File: config.mk
export PLATFORM = sky130hd
export DESIGN_NAME = pwr_domain_seq
export DESIGN_NICKNAME = d
export VERILOG_FILES = /design/src/rtl/pds_pkg.sv /design/src/rtl/pds_us_tick.sv /design/src/rtl/pds_us_timer.sv /design/src/rtl/pwr_domain_seq.sv
export SDC_FILE = /design/constraint.sdc
export NUM_CORES = 1
export LEC_CHECK = 0
export BUFFER_PORTS_ARGS = -buffer_cell sky130_fd_sc_hd__buf_4
export CORE_ASPECT_RATIO = 0.9
export CORE_MARGIN = 1.5
export CORE_UTILIZATION = 41
export CTS_BUF_LIST = sky130_fd_sc_hd__clkbuf_16
export CTS_CLUSTER_SIZE = 12
export DETAILED_ROUTE_END_ITERATION = 7
export SETUP_SLACK_MARGIN = 0.4
export SLEW_MARGIN = 10
export SYNTH_ARGS = -nofsm -noshare
export SYNTH_HDL_FRONTEND = slang
export SYNTH_SLANG_ARGS = --single-unit
File: constraint.sdc
create_clock -name clk -period 2.4 [get_ports clk]
set_clock_uncertainty 0.15 [all_clocks]
set_input_delay 0.12 -clock clk [delete_from_list [all_inputs] [get_ports clk]]
set_output_delay 0.12 -clock clk [all_outputs]
set_load 0.005 [all_outputs]
File: src/rtl/pds_pkg.sv
package pds_pkg;
  typedef enum logic [4:0] {
    S_IDLE,
    S_DN_BP, S_DN_SRAM, S_DN_RCD, S_DN_SAVE_H, S_DN_SAVE_L, S_DN_RCD_OFF,
    S_DN_ISO, S_DN_CLK, S_DN_RST, S_DN_ON1, S_DN_ON2,
    S_UP_ON1, S_UP_SETTLE, S_UP_ON2, S_UP_CLK, S_UP_ISO, S_UP_RST,
    S_UP_RCD, S_UP_RES_L, S_UP_RES_H, S_UP_RCD_OFF, S_UP_SRAM, S_UP_BP
  } pds_state_e;
endpackage

File: src/rtl/pds_us_tick.sv
module pds_us_tick #(
  parameter int DIV = 100
) (
  input  logic clk,
  input  logic rst,
  output logic tick_o
);
  generate
    if (DIV <= 1) begin : g_every
      always_ff @(posedge clk) tick_o <= !rst;
    end else begin : g_div
      localparam int PW = $clog2(DIV);
      logic [PW-1:0] pre_q;
      always_ff @(posedge clk) begin
        if (rst) begin
          pre_q  <= '0;
          tick_o <= 1'b0;
        end else if (pre_q == PW'(DIV - 1)) begin
          pre_q  <= '0;
          tick_o <= 1'b1;
        end else begin
          pre_q  <= pre_q + 1'b1;
          tick_o <= 1'b0;
        end
      end
    end
  endgenerate
endmodule

File: src/rtl/pds_us_timer.sv
module pds_us_timer #(
  parameter int CNT_W = 10
) (
  input  logic             clk,
  input  logic             rst,
  input  logic             clr_i,
  input  logic             tick_i,
  output logic [CNT_W-1:0] cnt_o
);
  always_ff @(posedge clk) begin
    if (rst || clr_i) cnt_o <= '0;
    else if (tick_i && cnt_o != '1) cnt_o <= cnt_o + 1'b1;
  end
endmodule

File: src/rtl/pwr_domain_seq.sv
module pwr_domain_seq
  import pds_pkg::*;
#(
  parameter int TICK_DIV   = 100,
  parameter int SETTLE_US  = 50,
  parameter int RST_US     = 10,
  parameter int TIMEOUT_US = 500,
  parameter bit HAS_SRAM   = 1'b1
) (
  input  logic clk,
  input  logic rst,
  input  logic start_i,
  input  logic dir_up_i,
  input  logic ack1_i,
  input  logic ack2_i,
  input  logic sram_ack_i,
  input  logic bp_done_i,
  output logic bp_req_o,
  output logic bp_release_o,
  output logic pwr_on1_o,
  output logic pwr_on2_o,
  output logic iso_o,
  output logic clk_dis_o,
  output logic pwr_rst_n_o,
  output logic ret_clk_dis_o,
  output logic ret_save_o,
  output logic ret_restore_n_o,
  output logic sram_pdn_o,
  output logic saved_o,
  output logic busy_o,
  output logic done_o,
  output logic err_o
);
  localparam int LIM_A = (SETTLE_US > RST_US) ? SETTLE_US : RST_US;
  localparam int LIM   = (TIMEOUT_US > LIM_A) ? TIMEOUT_US : LIM_A;
  localparam int TW    = $clog2(LIM + 2);

  pds_state_e state_q, prev_q, nxt;
  logic          us_tick, entered, ok, is_wait, adv, fail;
  logic [TW-1:0] us_cnt;

  assign entered = (state_q != prev_q);

  pds_us_tick #(.DIV(TICK_DIV)) u_tick (
    .clk(clk), .rst(rst), .tick_o(us_tick)
  );

  pds_us_timer #(.CNT_W(TW)) u_tmr (
    .clk(clk), .rst(rst), .clr_i(entered), .tick_i(us_tick), .cnt_o(us_cnt)
  );

  // Step decode: which condition ends each state and where it leads.
  always_comb begin
    ok      = 1'b1;
    is_wait = 1'b0;
    nxt     = S_IDLE;
    case (state_q)
      S_IDLE:       begin ok = start_i; nxt = dir_up_i ? S_UP_ON1 : S_DN_BP; end
      S_DN_BP:      begin is_wait = 1'b1; ok = bp_done_i;
                          nxt = HAS_SRAM ? S_DN_SRAM : S_DN_RCD; end
      S_DN_SRAM:    begin is_wait = 1'b1; ok = sram_ack_i; nxt = S_DN_RCD; end
      S_DN_RCD:     nxt = S_DN_SAVE_H;
      S_DN_SAVE_H:  nxt = S_DN_SAVE_L;
      S_DN_SAVE_L:  nxt = S_DN_RCD_OFF;
      S_DN_RCD_OFF: nxt = S_DN_ISO;
      S_DN_ISO:     nxt = S_DN_CLK;
      S_DN_CLK:     nxt = S_DN_RST;
      S_DN_RST:     nxt = S_DN_ON1;
      S_DN_ON1:     begin is_wait = 1'b1; ok = !ack1_i; nxt = S_DN_ON2; end
      S_DN_ON2:     begin is_wait = 1'b1; ok = !ack2_i; nxt = S_IDLE; end
      S_UP_ON1:     begin is_wait = 1'b1; ok = ack1_i; nxt = S_UP_SETTLE; end
      S_UP_SETTLE:  begin ok = (us_cnt > TW'(SETTLE_US)); nxt = S_UP_ON2; end
      S_UP_ON2:     begin is_wait = 1'b1; ok = ack2_i; nxt = S_UP_CLK; end
      S_UP_CLK:     nxt = S_UP_ISO;
      S_UP_ISO:     begin ok = (us_cnt > TW'(RST_US)); nxt = S_UP_RST; end
      S_UP_RST:     nxt = saved_o ? S_UP_RCD : (HAS_SRAM ? S_UP_SRAM : S_UP_BP);
      S_UP_RCD:     nxt = S_UP_RES_L;
      S_UP_RES_L:   nxt = S_UP_RES_H;
      S_UP_RES_H:   nxt = S_UP_RCD_OFF;
      S_UP_RCD_OFF: nxt = HAS_SRAM ? S_UP_SRAM : S_UP_BP;
      S_UP_SRAM:    begin is_wait = 1'b1; ok = !sram_ack_i; nxt = S_UP_BP; end
      S_UP_BP:      begin is_wait = 1'b1; ok = bp_done_i; nxt = S_IDLE; end
      default:      nxt = S_IDLE;
    endcase
  end

  assign adv  = (state_q == S_IDLE) ? start_i : (ok && !entered);
  assign fail = is_wait && !ok && !entered && (us_cnt > TW'(TIMEOUT_US));

  always_ff @(posedge clk) begin
    if (rst) begin
      state_q         <= S_IDLE;
      prev_q          <= S_IDLE;
      bp_req_o        <= 1'b0;
      bp_release_o    <= 1'b0;
      pwr_on1_o       <= 1'b0;
      pwr_on2_o       <= 1'b0;
      iso_o           <= 1'b1;
      clk_dis_o       <= 1'b1;
      pwr_rst_n_o     <= 1'b0;
      ret_clk_dis_o   <= 1'b0;
      ret_save_o      <= 1'b0;
      ret_restore_n_o <= 1'b1;
      sram_pdn_o      <= HAS_SRAM;
      saved_o         <= 1'b0;
      busy_o          <= 1'b0;
      done_o          <= 1'b0;
      err_o           <= 1'b0;
    end else begin
      prev_q <= state_q;
      done_o <= 1'b0;
      if (fail) begin
        state_q <= S_IDLE;
        busy_o  <= 1'b0;
        done_o  <= 1'b1;
        err_o   <= 1'b1;
      end else if (adv) begin
        state_q <= nxt;
        if (state_q == S_IDLE) begin
          err_o  <= 1'b0;
          busy_o <= 1'b1;
        end else if (nxt == S_IDLE) begin
          busy_o <= 1'b0;
          done_o <= 1'b1;
        end
      end
      case (state_q)
        S_DN_BP:      begin bp_req_o <= !adv && !fail; bp_release_o <= 1'b0; end
        S_DN_SRAM:    sram_pdn_o      <= 1'b1;
        S_DN_RCD:     ret_clk_dis_o   <= 1'b1;
        S_DN_SAVE_H:  ret_save_o      <= 1'b1;
        S_DN_SAVE_L:  ret_save_o      <= 1'b0;
        S_DN_RCD_OFF: begin ret_clk_dis_o <= 1'b0; saved_o <= 1'b1; end
        S_DN_ISO:     iso_o           <= 1'b1;
        S_DN_CLK:     clk_dis_o       <= 1'b1;
        S_DN_RST:     pwr_rst_n_o     <= 1'b0;
        S_DN_ON1:     pwr_on1_o       <= 1'b0;
        S_DN_ON2:     pwr_on2_o       <= 1'b0;
        S_UP_ON1:     pwr_on1_o       <= 1'b1;
        S_UP_ON2:     pwr_on2_o       <= 1'b1;
        S_UP_CLK:     clk_dis_o       <= 1'b0;
        S_UP_ISO:     iso_o           <= 1'b0;
        S_UP_RST:     pwr_rst_n_o     <= 1'b1;
        S_UP_RCD:     ret_clk_dis_o   <= 1'b1;
        S_UP_RES_L:   ret_restore_n_o <= 1'b0;
        S_UP_RES_H:   ret_restore_n_o <= 1'b1;
        S_UP_RCD_OFF: begin ret_clk_dis_o <= 1'b0; saved_o <= 1'b0; end
        S_UP_SRAM:    sram_pdn_o      <= 1'b0;
        S_UP_BP:      begin bp_req_o <= !adv && !fail; bp_release_o <= 1'b1; end
        default:      ;
      endcase
    end
  end


  on2_after_ack1_chk: assert property (@(posedge clk) disable iff (rst)
    $rose(pwr_on2_o) |-> (pwr_on1_o && ack1_i))
    else $error("second stage enabled before first stage acknowledged");


  iso_lift_chk: assert property (@(posedge clk) disable iff (rst)
    $fell(iso_o) |-> (pwr_on2_o && ack2_i && !clk_dis_o))
    else $error("isolation lifted on an unpowered or gated domain");


  rst_release_chk: assert property (@(posedge clk) disable iff (rst)
    $rose(pwr_rst_n_o) |-> (!iso_o && !clk_dis_o))
    else $error("reset released while isolated or gated");


  power_cut_chk: assert property (@(posedge clk) disable iff (rst)
    $fell(pwr_on1_o) |-> (iso_o && clk_dis_o && !pwr_rst_n_o))
    else $error("first stage cut without isolation, gating and reset");


  save_window_chk: assert property (@(posedge clk) disable iff (rst)
    $rose(ret_save_o) |-> ret_clk_dis_o)
    else $error("save strobe outside retention clock window");


  restore_window_chk: assert property (@(posedge clk) disable iff (rst)
    $fell(ret_restore_n_o) |-> (ret_clk_dis_o && saved_o))
    else $error("restore strobe without window or without a save");


  bp_hold_chk: assert property (@(posedge clk) disable iff (rst)
    (bp_req_o && !bp_done_i) |=> (bp_req_o || err_o))
    else $error("bus-protect request dropped before completion");


  done_with_idle_chk: assert property (@(posedge clk) disable iff (rst)
    $fell(busy_o) |-> done_o)
    else $error("busy fell without a done pulse");


  done_single_chk: assert property (@(posedge clk) disable iff (rst)
    done_o |=> !done_o)
    else $error("done held longer than one cycle");
endmodule

Word-level counts from Yosys, hierarchy flattened

Cells that the tools add are included.

Add/subtract/negate cells: 2
$lt $le $gt $ge: 3
Equality and inequality tests: 26
Mux-type cells: 27
Reductions and logical operators: 38

Operators by type and width:

| cell                                               | count |
|---|---|
| case mux 5 bit (22 select lines)                   | 1 |
| == test 5 x 4 -> 1 bit, second input constant      | 8 |
| == test 5 bit, second input constant               | 8 |
| nonzero test 2 bit                                 | 14 |
| case mux 1 bit (2 select lines)                    | 11 |
| == test 5 x 3 -> 1 bit, second input constant      | 4 |
| two-way mux 1 bit                                  | 12 |
| == test 5 x 2 -> 1 bit, second input constant      | 2 |
| logical NOT 5 bit                                  | 2 |
| case mux 1 bit (10 select lines)                   | 1 |
| OR reduction 2 bit                                 | 5 |
| adder 9 x 1 -> 9 bit, second input constant        | 1 |
| > comparator 9 x 4 -> 1 bit, second input constant | 1 |
| > comparator 9 x 6 -> 1 bit, second input constant | 1 |
| > comparator 9 bit, second input constant          | 1 |
| != test 9 bit, second input constant               | 1 |
| OR reduction 8 bit                                 | 1 |
| adder 7 x 1 -> 7 bit, second input constant        | 1 |
| == test 7 bit, second input constant               | 1 |
| logical NOT 1 bit                                  | 7 |
| logical AND 1 bit                                  | 6 |
| == test 5 x 1 -> 1 bit, second input constant      | 1 |
| != test 5 bit                                      | 1 |
| two-way mux 4 bit                                  | 1 |
| 3 further kinds                                    | 4 |

Bits in registers: 42
Input bits: 8
Output and inout port bits: 15
Logic and storage cells: 116

Longest topological paths before layout

Gate-level depths: netlist (run 1).

Depth in word-level cells: 9
Depth in mapped cells: 10
Mapped depth without buffers: 8

Cells and area by module

From an unflattened synthesis (run 1), not the netlist that was laid out.

Cell total of the unflattened synthesis: 289
Area total of the unflattened synthesis: 2359.8 um^2

Modules (own cells, without submodules):

| module         | instances | cells each | area an instance (um^2) | sequential area each (um^2) |
|---|---|---|---|---|
| pwr_domain_seq | 1         | 208        | 1601.5                  | 500.5 |
| pds_us_timer   | 1         | 47         | 430.4                   | 180.2 |
| pds_us_tick    | 1         | 34         | 327.8                   | 160.2 |

Worst setup path before layout (run 1)

No wires, ideal clock.

Path kind: register -> register
Start point: register state_q[0]
End point: register state_q[1]
Library setup time: 0.067 ns
Arrival: 2.183 ns
Required time: 2.183 ns
Slack: 0.000 ns
Cell stages (with the launch flop): 9
Path buffers: 2
Clock period less this slack: 2.400 ns
Cells stage by stage: dfxtp_1 > buf_6 > or4b_4 > a211oi_2 > a221o_1 > and4b_1 > buf_6 > or4b_4 > a21oi_2

Longest elaborated chain between the ends: 8
Elaborated cells on any way between the ends: 38
Those cells by class: 24 x eq/ne; 4 x mux; 10 x reduce/logical

RTL lines:

| what                                                           | RTL line              | text |
|---|---|---|
| start: declaration                                             | pwr_domain_seq.sv:38  | `pds_state_e state_q, prev_q, nxt;` |
| start signal: assignment                                       | pwr_domain_seq.sv:118 | `state_q <= nxt;` |
| == test 5 bit / == test 5 x 1 -> 1 bit (equally long branches) | pwr_domain_seq.sv:57  | `case (state_q)` |
| OR reduction 2 bit (no source line)                            | --                    |  |
| case mux 1 bit (10 select lines)                               | pwr_domain_seq.sv:57  |  |
| logical NOT 1 bit                                              | pwr_domain_seq.sv:88  | `assign fail = is_wait && !ok && !entered && (us_cnt > TW'(TIMEOUT_US));` |
| logical AND 1 bit (3 in a row)                                 | pwr_domain_seq.sv:88  |  |
| OR reduction 2 bit (no source line)                            | --                    |  |

Several ways; a longest one is shown, not always the timed one.
A chain may end at the register's enable or synchronous reset.

Worst setup path in the final report (run 1)

Same ends and word-level chain as after synthesis.

==> results_dict.tcl, run 1 <==
set metrics [dict create \
    status "finished, final reports clean" \
    grt_setup_unrepaired "yes" \
    antenna_found_initial 0 \
    synthesis.area_um2 2320 \
    p_sw_frac 0.381 \
    cts_hold_buf 0 \
    setup_slack_ps 32.3 \
    wl_per_cell_um 15.0 \
    slew_headroom 0.751 \
    timing.final.crit_share 0.987 \
    ys_ff_latch 42 \
    fp.coreArea_um2 5350 \
    drive_above_1_share 0.275 \
    fillers 477 \
    wirelength_um 6030 \
    syn_to_final_growth_pct 30.1 \
    die-area_um2 6130 \
    grt_usage 0.213 \
    ys_async_sr_fraction 0 \
    worstPathRequired_ps 2470 \
    stdcell_count 401 \
    clk_latency_ps 280 \
    port_buffers 22 \
    p_seq_frac 0.281 \
    cap_violations 0 \
    vdd_drop_max_mv 0.507 \
    die_height_um 74.4 \
    antenna_left 0 \
    synth_top_area_cell "dfxtp_1" \
    dp_hpwl_um 4330 \
    fp-row-count 25 \
    avgSynthCellArea_um2 8.07 \
    yosys-top-cells-count "42 x dfxtp_1, 35 x nor2_1, 24 x nand2_1, 23 x a21oi_1, 14 x xor2_1" \
    synth_nets 300 \
    cts_tree "built" \
    dp.cells 389 \
    p_int_mw 1.89 \
    cts_made_buffers 5 \
    drc 0 \
    synthTopCellsByArea "dfxtp_1 36%, nor2_1 5.7%, xor2_1 5.3%" \
    synth_most_common_cell "dfxtp_1" \
    cellPowerDensity_nw_per_um2 1010 \
    cts_num_sinks 42 \
    whs_ps 10.7 \
    p_clk_frac 0.258 \
    grt_pass1_wl_um 9890 \
    via_per_inst 5.53 \
    n_antenna_cell 0 \
    ys_seq_area_frac 0.362 \
    synth-edff-count 0 \
    clk_pin_slew_ps 60 \
    cts-root-buf "clkbuf_16" \
    cts_buffer_depth 2 \
    path_max_fanout 5 \
    syn_inst 288 \
    ys_types 52 \
    utilization 0.565 \
    cts_htree_levels 2 \
    grt_pass1_vias 2093 \
    seqCellArea_um2 858 \
    power_frac_comb 0.460 \
    final-hold-violation-count 0 \
    pre_cts_ws_ps 30.9 \
    p_sw_mw 1.16 \
    post-route-min-period_ps 2370 \
    multi_input_area_um2 1460 \
    yosysTopAreaCellShare 0.362 \
    first_pass_iters 4 \
    endpoint_kind "flip-flop" \
    overflow 0 \
    grt_max_degree 21 \
    crit_type "reg -> reg" \
    timing.fmax_ghz 0.422 \
    final-setup-viol-count 0 \
    tightestPinTransition_ps 373 \
    cp.arrival_ps 2430 \
    leakage_nw 1.21 \
    first_iter_violations 125 \
    globalplace.congestion 0.889 \
    hp-class "in -> reg" \
    ios 23 \
    slew_violations 0 \
    vias 2216 \
    fin_nets 345 \
    cp-start-kind "flip-flop" \
    die_x_um 82.4 \
    floorplan.initialDensity 0.435 \
    power_mw 3.05 \
    synth-main-ff-cell "dfxtp_1" \
    ys_warn_count 0 \
]
## layout by cell type, fill, tap and decap left out, types with 6 or more instances in the layout
cell	n
and3_1	7
buf_4	53
mux2i_1	7
nand3_1	11
a21oi_1	22
nor2_1	34
nor3_1	10
nor2b_1	6
dfxtp_1	36
o21ai_0	9
nand2_1	24
xor2_1	14
## routing by layer
metal | global-route usage | up-vias | part of all wire
met2 | 0.356 | 47 | 0.48
met1 | 0.279 | 1042 | 0.47
met4 | 0.0546 | 0 | 0.0098
li1 | - | 1121 | -
met5 | 0 | - | 0
met3 | 0.0466 | 6 | 0.046
## per-stage QoR
stage	TNS [ps]	instance area, um2
after global routing	-50.0	3020
after global placement	0	2740
final	0	3020
after CTS	0	2920
after detailed placement	0	2740
after floorplan	0	2370
## state kept, by name (all words and copies together), names as in the netlist, 5 cells and up
signal / flops
prev_q: 5
u_tmr.cnt_o: 9
u_tick.g_div.pre_q: 7
state_q: 5
## final timing paths
| check | depth (start not counted) | from | endpoint | slack [ps] |
|---|---|---|---|---|
| worst max register to register | 6 | state_q[0]$_SDFFE_PP0P_ | state_q[1]$_SDFFE_PP0P_ | 30 |
| worst min-delay path | 2 | rst | err_o$_SDFFE_PP0P_ | 10 |
| worst max-delay path | 6 | state_q[0]$_SDFFE_PP0P_ | state_q[1]$_SDFFE_PP0P_ | 30 |
| worst min register to register | 1 | u_tick.g_div.pre_q[0]$_SDFF_PP0_ | u_tick.g_div.pre_q[0]$_SDFF_PP0_ | 300 |
## what timing repair did
action / CTS / global route
endpoints found under the hold margin: 0 / 0
buffers inserted: 0 / 4
endpoints found under the setup margin: 10 / 18
gates cloned: 0 / 0
pin swaps: 1 / 9
gates resized for setup: 6 / 21
## final cells by class
class / instances / share of cell area
Clock inverter: 3 / 0.0145
Inverter: 5 / 0.00621
Clock buffer: 5 / 0.0414
Tap cell: 67 / 0.0277
Sequential cell: 42 / 0.284
Multi-Input combinational cell: 223 / 0.484
Timing Repair Buffer: 56 / 0.143
## power by group through the flow
stage / logic [mW] / registers (mW) / clock network [mW]
after floorplan: 0.843 / 0.841 / 0
after global placement: 1.29 / 0.853 / 0
final: 1.41 / 0.858 / 0.789
after detailed placement: 1.29 / 0.856 / 0
after global routing: 1.55 / 0.867 / 0.832
after CTS: 1.31 / 0.850 / 0.798
## cells by family (layout without fill, tap and decap cells)
group,Yosys count,count (layout),share of synthesized area
xor gates and xnor gates,17,17,0.0641
muxes,7,7,0.0301
and+or+nand+nor,129,129,0.291
adders and majority gates,4,4,0.0215
AOI/OAI and AO/OA,66,66,0.185
DFF,42,42,0.362
buffers and inverters,23,69,0.0463
## worst max-delay path, stage by stage, from the launching register on
cell and delay [ps]:
dfxtp_2 350, or4b_4 530, a211oi_2 190, a221o_1 180, and4b_2 270, or4b_4 520
a21oi_2 120
Note: power is estimated with default switching activity, not from simulation.
==> run 2, diff against run 1 <==
--- a/config.mk
+++ b/config.mk
@@ -12,8 +12,9 @@
 export CTS_BUF_LIST = sky130_fd_sc_hd__clkbuf_16
 export CTS_CLUSTER_SIZE = 12
 export DETAILED_ROUTE_END_ITERATION = 7
+export RECOVER_POWER = 50
 export SETUP_SLACK_MARGIN = 0.4
-export SLEW_MARGIN = 10
+export SLEW_MARGIN = 20
 export SYNTH_ARGS = -nofsm -noshare
 export SYNTH_HDL_FRONTEND = slang
 export SYNTH_SLANG_ARGS = --single-unit
==> constraint.sdc (replaced) <==
create_clock -name clk -period 2.65 [get_ports clk]
set_clock_uncertainty 0.15 [all_clocks]
set_input_delay 0.1325 -clock clk [delete_from_list [all_inputs] [get_ports clk]]
set_output_delay 0.1325 -clock clk [all_outputs]
set_load 0.005 [all_outputs]
==> run 2 against run 1 <==
- power is 6.3% lower
- die area is the same
- register-to-register slack gained 150 ps
- maximum frequency fell by 4.1%
- via count is 1.8% higher
- first-iteration DRC count increased by 18%
- final cell count is the same
- global-route usage decreased by 0.057 points
- critical path depth up 1
- worst setup slack improved by 150 ps
- wire length increased by 1.7%
- critical path type unchanged
==> results_dict.tcl, run 2 (same netlist as run 1, synthesis figures left out) <==
set metrics [dict create \
    status "finished, final reports clean" \
    first_iter_violations 148 \
    tns_ps 0 \
    clk_latency_ps 280 \
    dp_hpwl_um 4150 \
    die_height_um 74.4 \
    max_stage_delay_ps 480 \
    cp-start-kind "flip-flop" \
    die_x_um 82.4 \
    cts_buffer_depth 2 \
    tightestPinTransition_ps 454 \
    worstPathRequired_ps 2720 \
    globalplace.congestion 0.970 \
    reg_top3 "u_tmr.cnt_o (9), u_tick.g_div.pre_q (7)" \
    fp.coreArea_um2 5350 \
    grt_setup_unrepaired "yes" \
    crit_buf_inv 2 \
    antenna_found_initial 0 \
    clk_pin_slew_ps 60 \
    grt_usage 0.213 \
    cts-root-buf "clkbuf_16" \
    n_antenna_cell 0 \
    timing.final.crit_share 0.932 \
    reg2reg_slack_ps 180 \
    slew_headroom 0.694 \
    port_buffers 22 \
    grt_max_degree 21 \
    fillers 503 \
    cap_violations 0 \
    final_area_um2 3010 \
    path_max_fanout 6 \
    grt_pass1_vias 2022 \
    top_register "u_tmr.cnt_o" \
    final_cell_mix "38 x dfxtp_1, 34 x nor2_1, 33 x buf_4" \
    slew_violations 0 \
    die-area_um2 6130 \
    place_area_um2 2660 \
    final-hold-violation-count 0 \
    critPathSlowestCell "dfxtp_1" \
    floorplan.initialDensity 0.435 \
    drc 0 \
    startpoint "state_q[2]$_SDFFE_PP0P_" \
    pre_cts_ws_ps 133 \
    cts_made_buffers 5 \
    cts_tree "built" \
    overflow 0 \
    hp-class "in -> reg" \
    fp-row-count 25 \
    crit_type "reg -> reg" \
    syn_to_final_growth_pct 29.6 \
    largest_reg_flops 9 \
    crit_chain "buf_6 -> inv_1 -> o311a_1 -> a221o_1 -> nand4b_1 -> or3_4 -> a21oi_2" \
    cp.arrival_ps 2540 \
    timing.fmax_ghz 0.405 \
    hold_start "rst" \
    cts_htree_levels 2 \
    utilization 0.563 \
    grt_pass1_wl_um 9870 \
    final-setup-viol-count 0 \
    dp.cells 382 \
    setup_slack_ps 182 \
    final_common_cell "dfxtp_1" \
    vias 2255 \
    endpoint_kind "flip-flop" \
    cellPowerDensity_nw_per_um2 950 \
    wl_per_cell_um 15.3 \
    fin_nets 345 \
    post-route-min-period_ps 2470 \
    vdd_drop_max_mv 0.391 \
    via_per_inst 5.62 \
    antenna_left 0 \
    wirelength_um 6130 \
    ios 23 \
    worstReg2RegStart "state_q[2]$_SDFFE_PP0P_" \
    leakage_nw 1.21 \
    first_pass_iters 4 \
    drive_above_1_share 0.257 \
    cts_num_sinks 42 \
    critPathTopFamily "compound AO/OA/AOI/OAI gates" \
    stdcell_count 401 \
]
## run 2: path summary, 6_finish.rpt
path | end | cells after the start
worst min-delay path | prev_q[4]$_SDFF_PP0_ | 2
worst max register to register | done_o$_SDFF_PP0_ | 7
worst max-delay path | done_o$_SDFF_PP0_ | 7
worst min register to register | u_tick.g_div.pre_q[0]$_SDFF_PP0_ | 1
## run 2: where the power goes
group          leakage, nW  internal [mW]  switching [mW]
clock               0.0864          0.438           0.243
sequential           0.343          0.701          0.0745
combinational        0.778          0.646           0.759
## run 2: final cells by class
| class | instances | area (um2) | share of cell area |
|---|---|---|---|
| clock inverter | 3 | 37.5 | 0.0125 |
| multi-input combinational | 223 | 1470 | 0.489 |
| tap | 67 | 83.8 | 0.0278 |
| inverter | 5 | 20.0 | 0.00664 |
| clock buffer | 5 | 125 | 0.0415 |
| sequential | 42 | 848 | 0.282 |
| timing repair buffer | 56 | 424 | 0.141 |
## run 2: through the flow
step	total power [mW]	hold slack, ps
2_1_floorplan	1.50	163
3_3_place_gp	1.91	277
3_5_place_dp	1.90	286
4_1_cts	2.73	23.5
5_1_grt	3.03	48.4
6_report	2.86	32.3
## run 2: layer usage
metal | up-vias | wire, um | GRT usage
li1 | 1121 | - | -
met1 | 1035 | 2790 | 0.285
met2 | 83 | 2810 | 0.343
met3 | 16 | 383 | 0.0380
met4 | 0 | 148 | 0.0753
met5 | - | 0 | 0
## run 2: timing repair
item | in CTS | in global routing
endpoints found under the setup margin | 9 | 9
buffers inserted | 6 | 5
resized for setup | 20 | 15
pin swaps | 5 | 5
hold buffers | 0 | 0
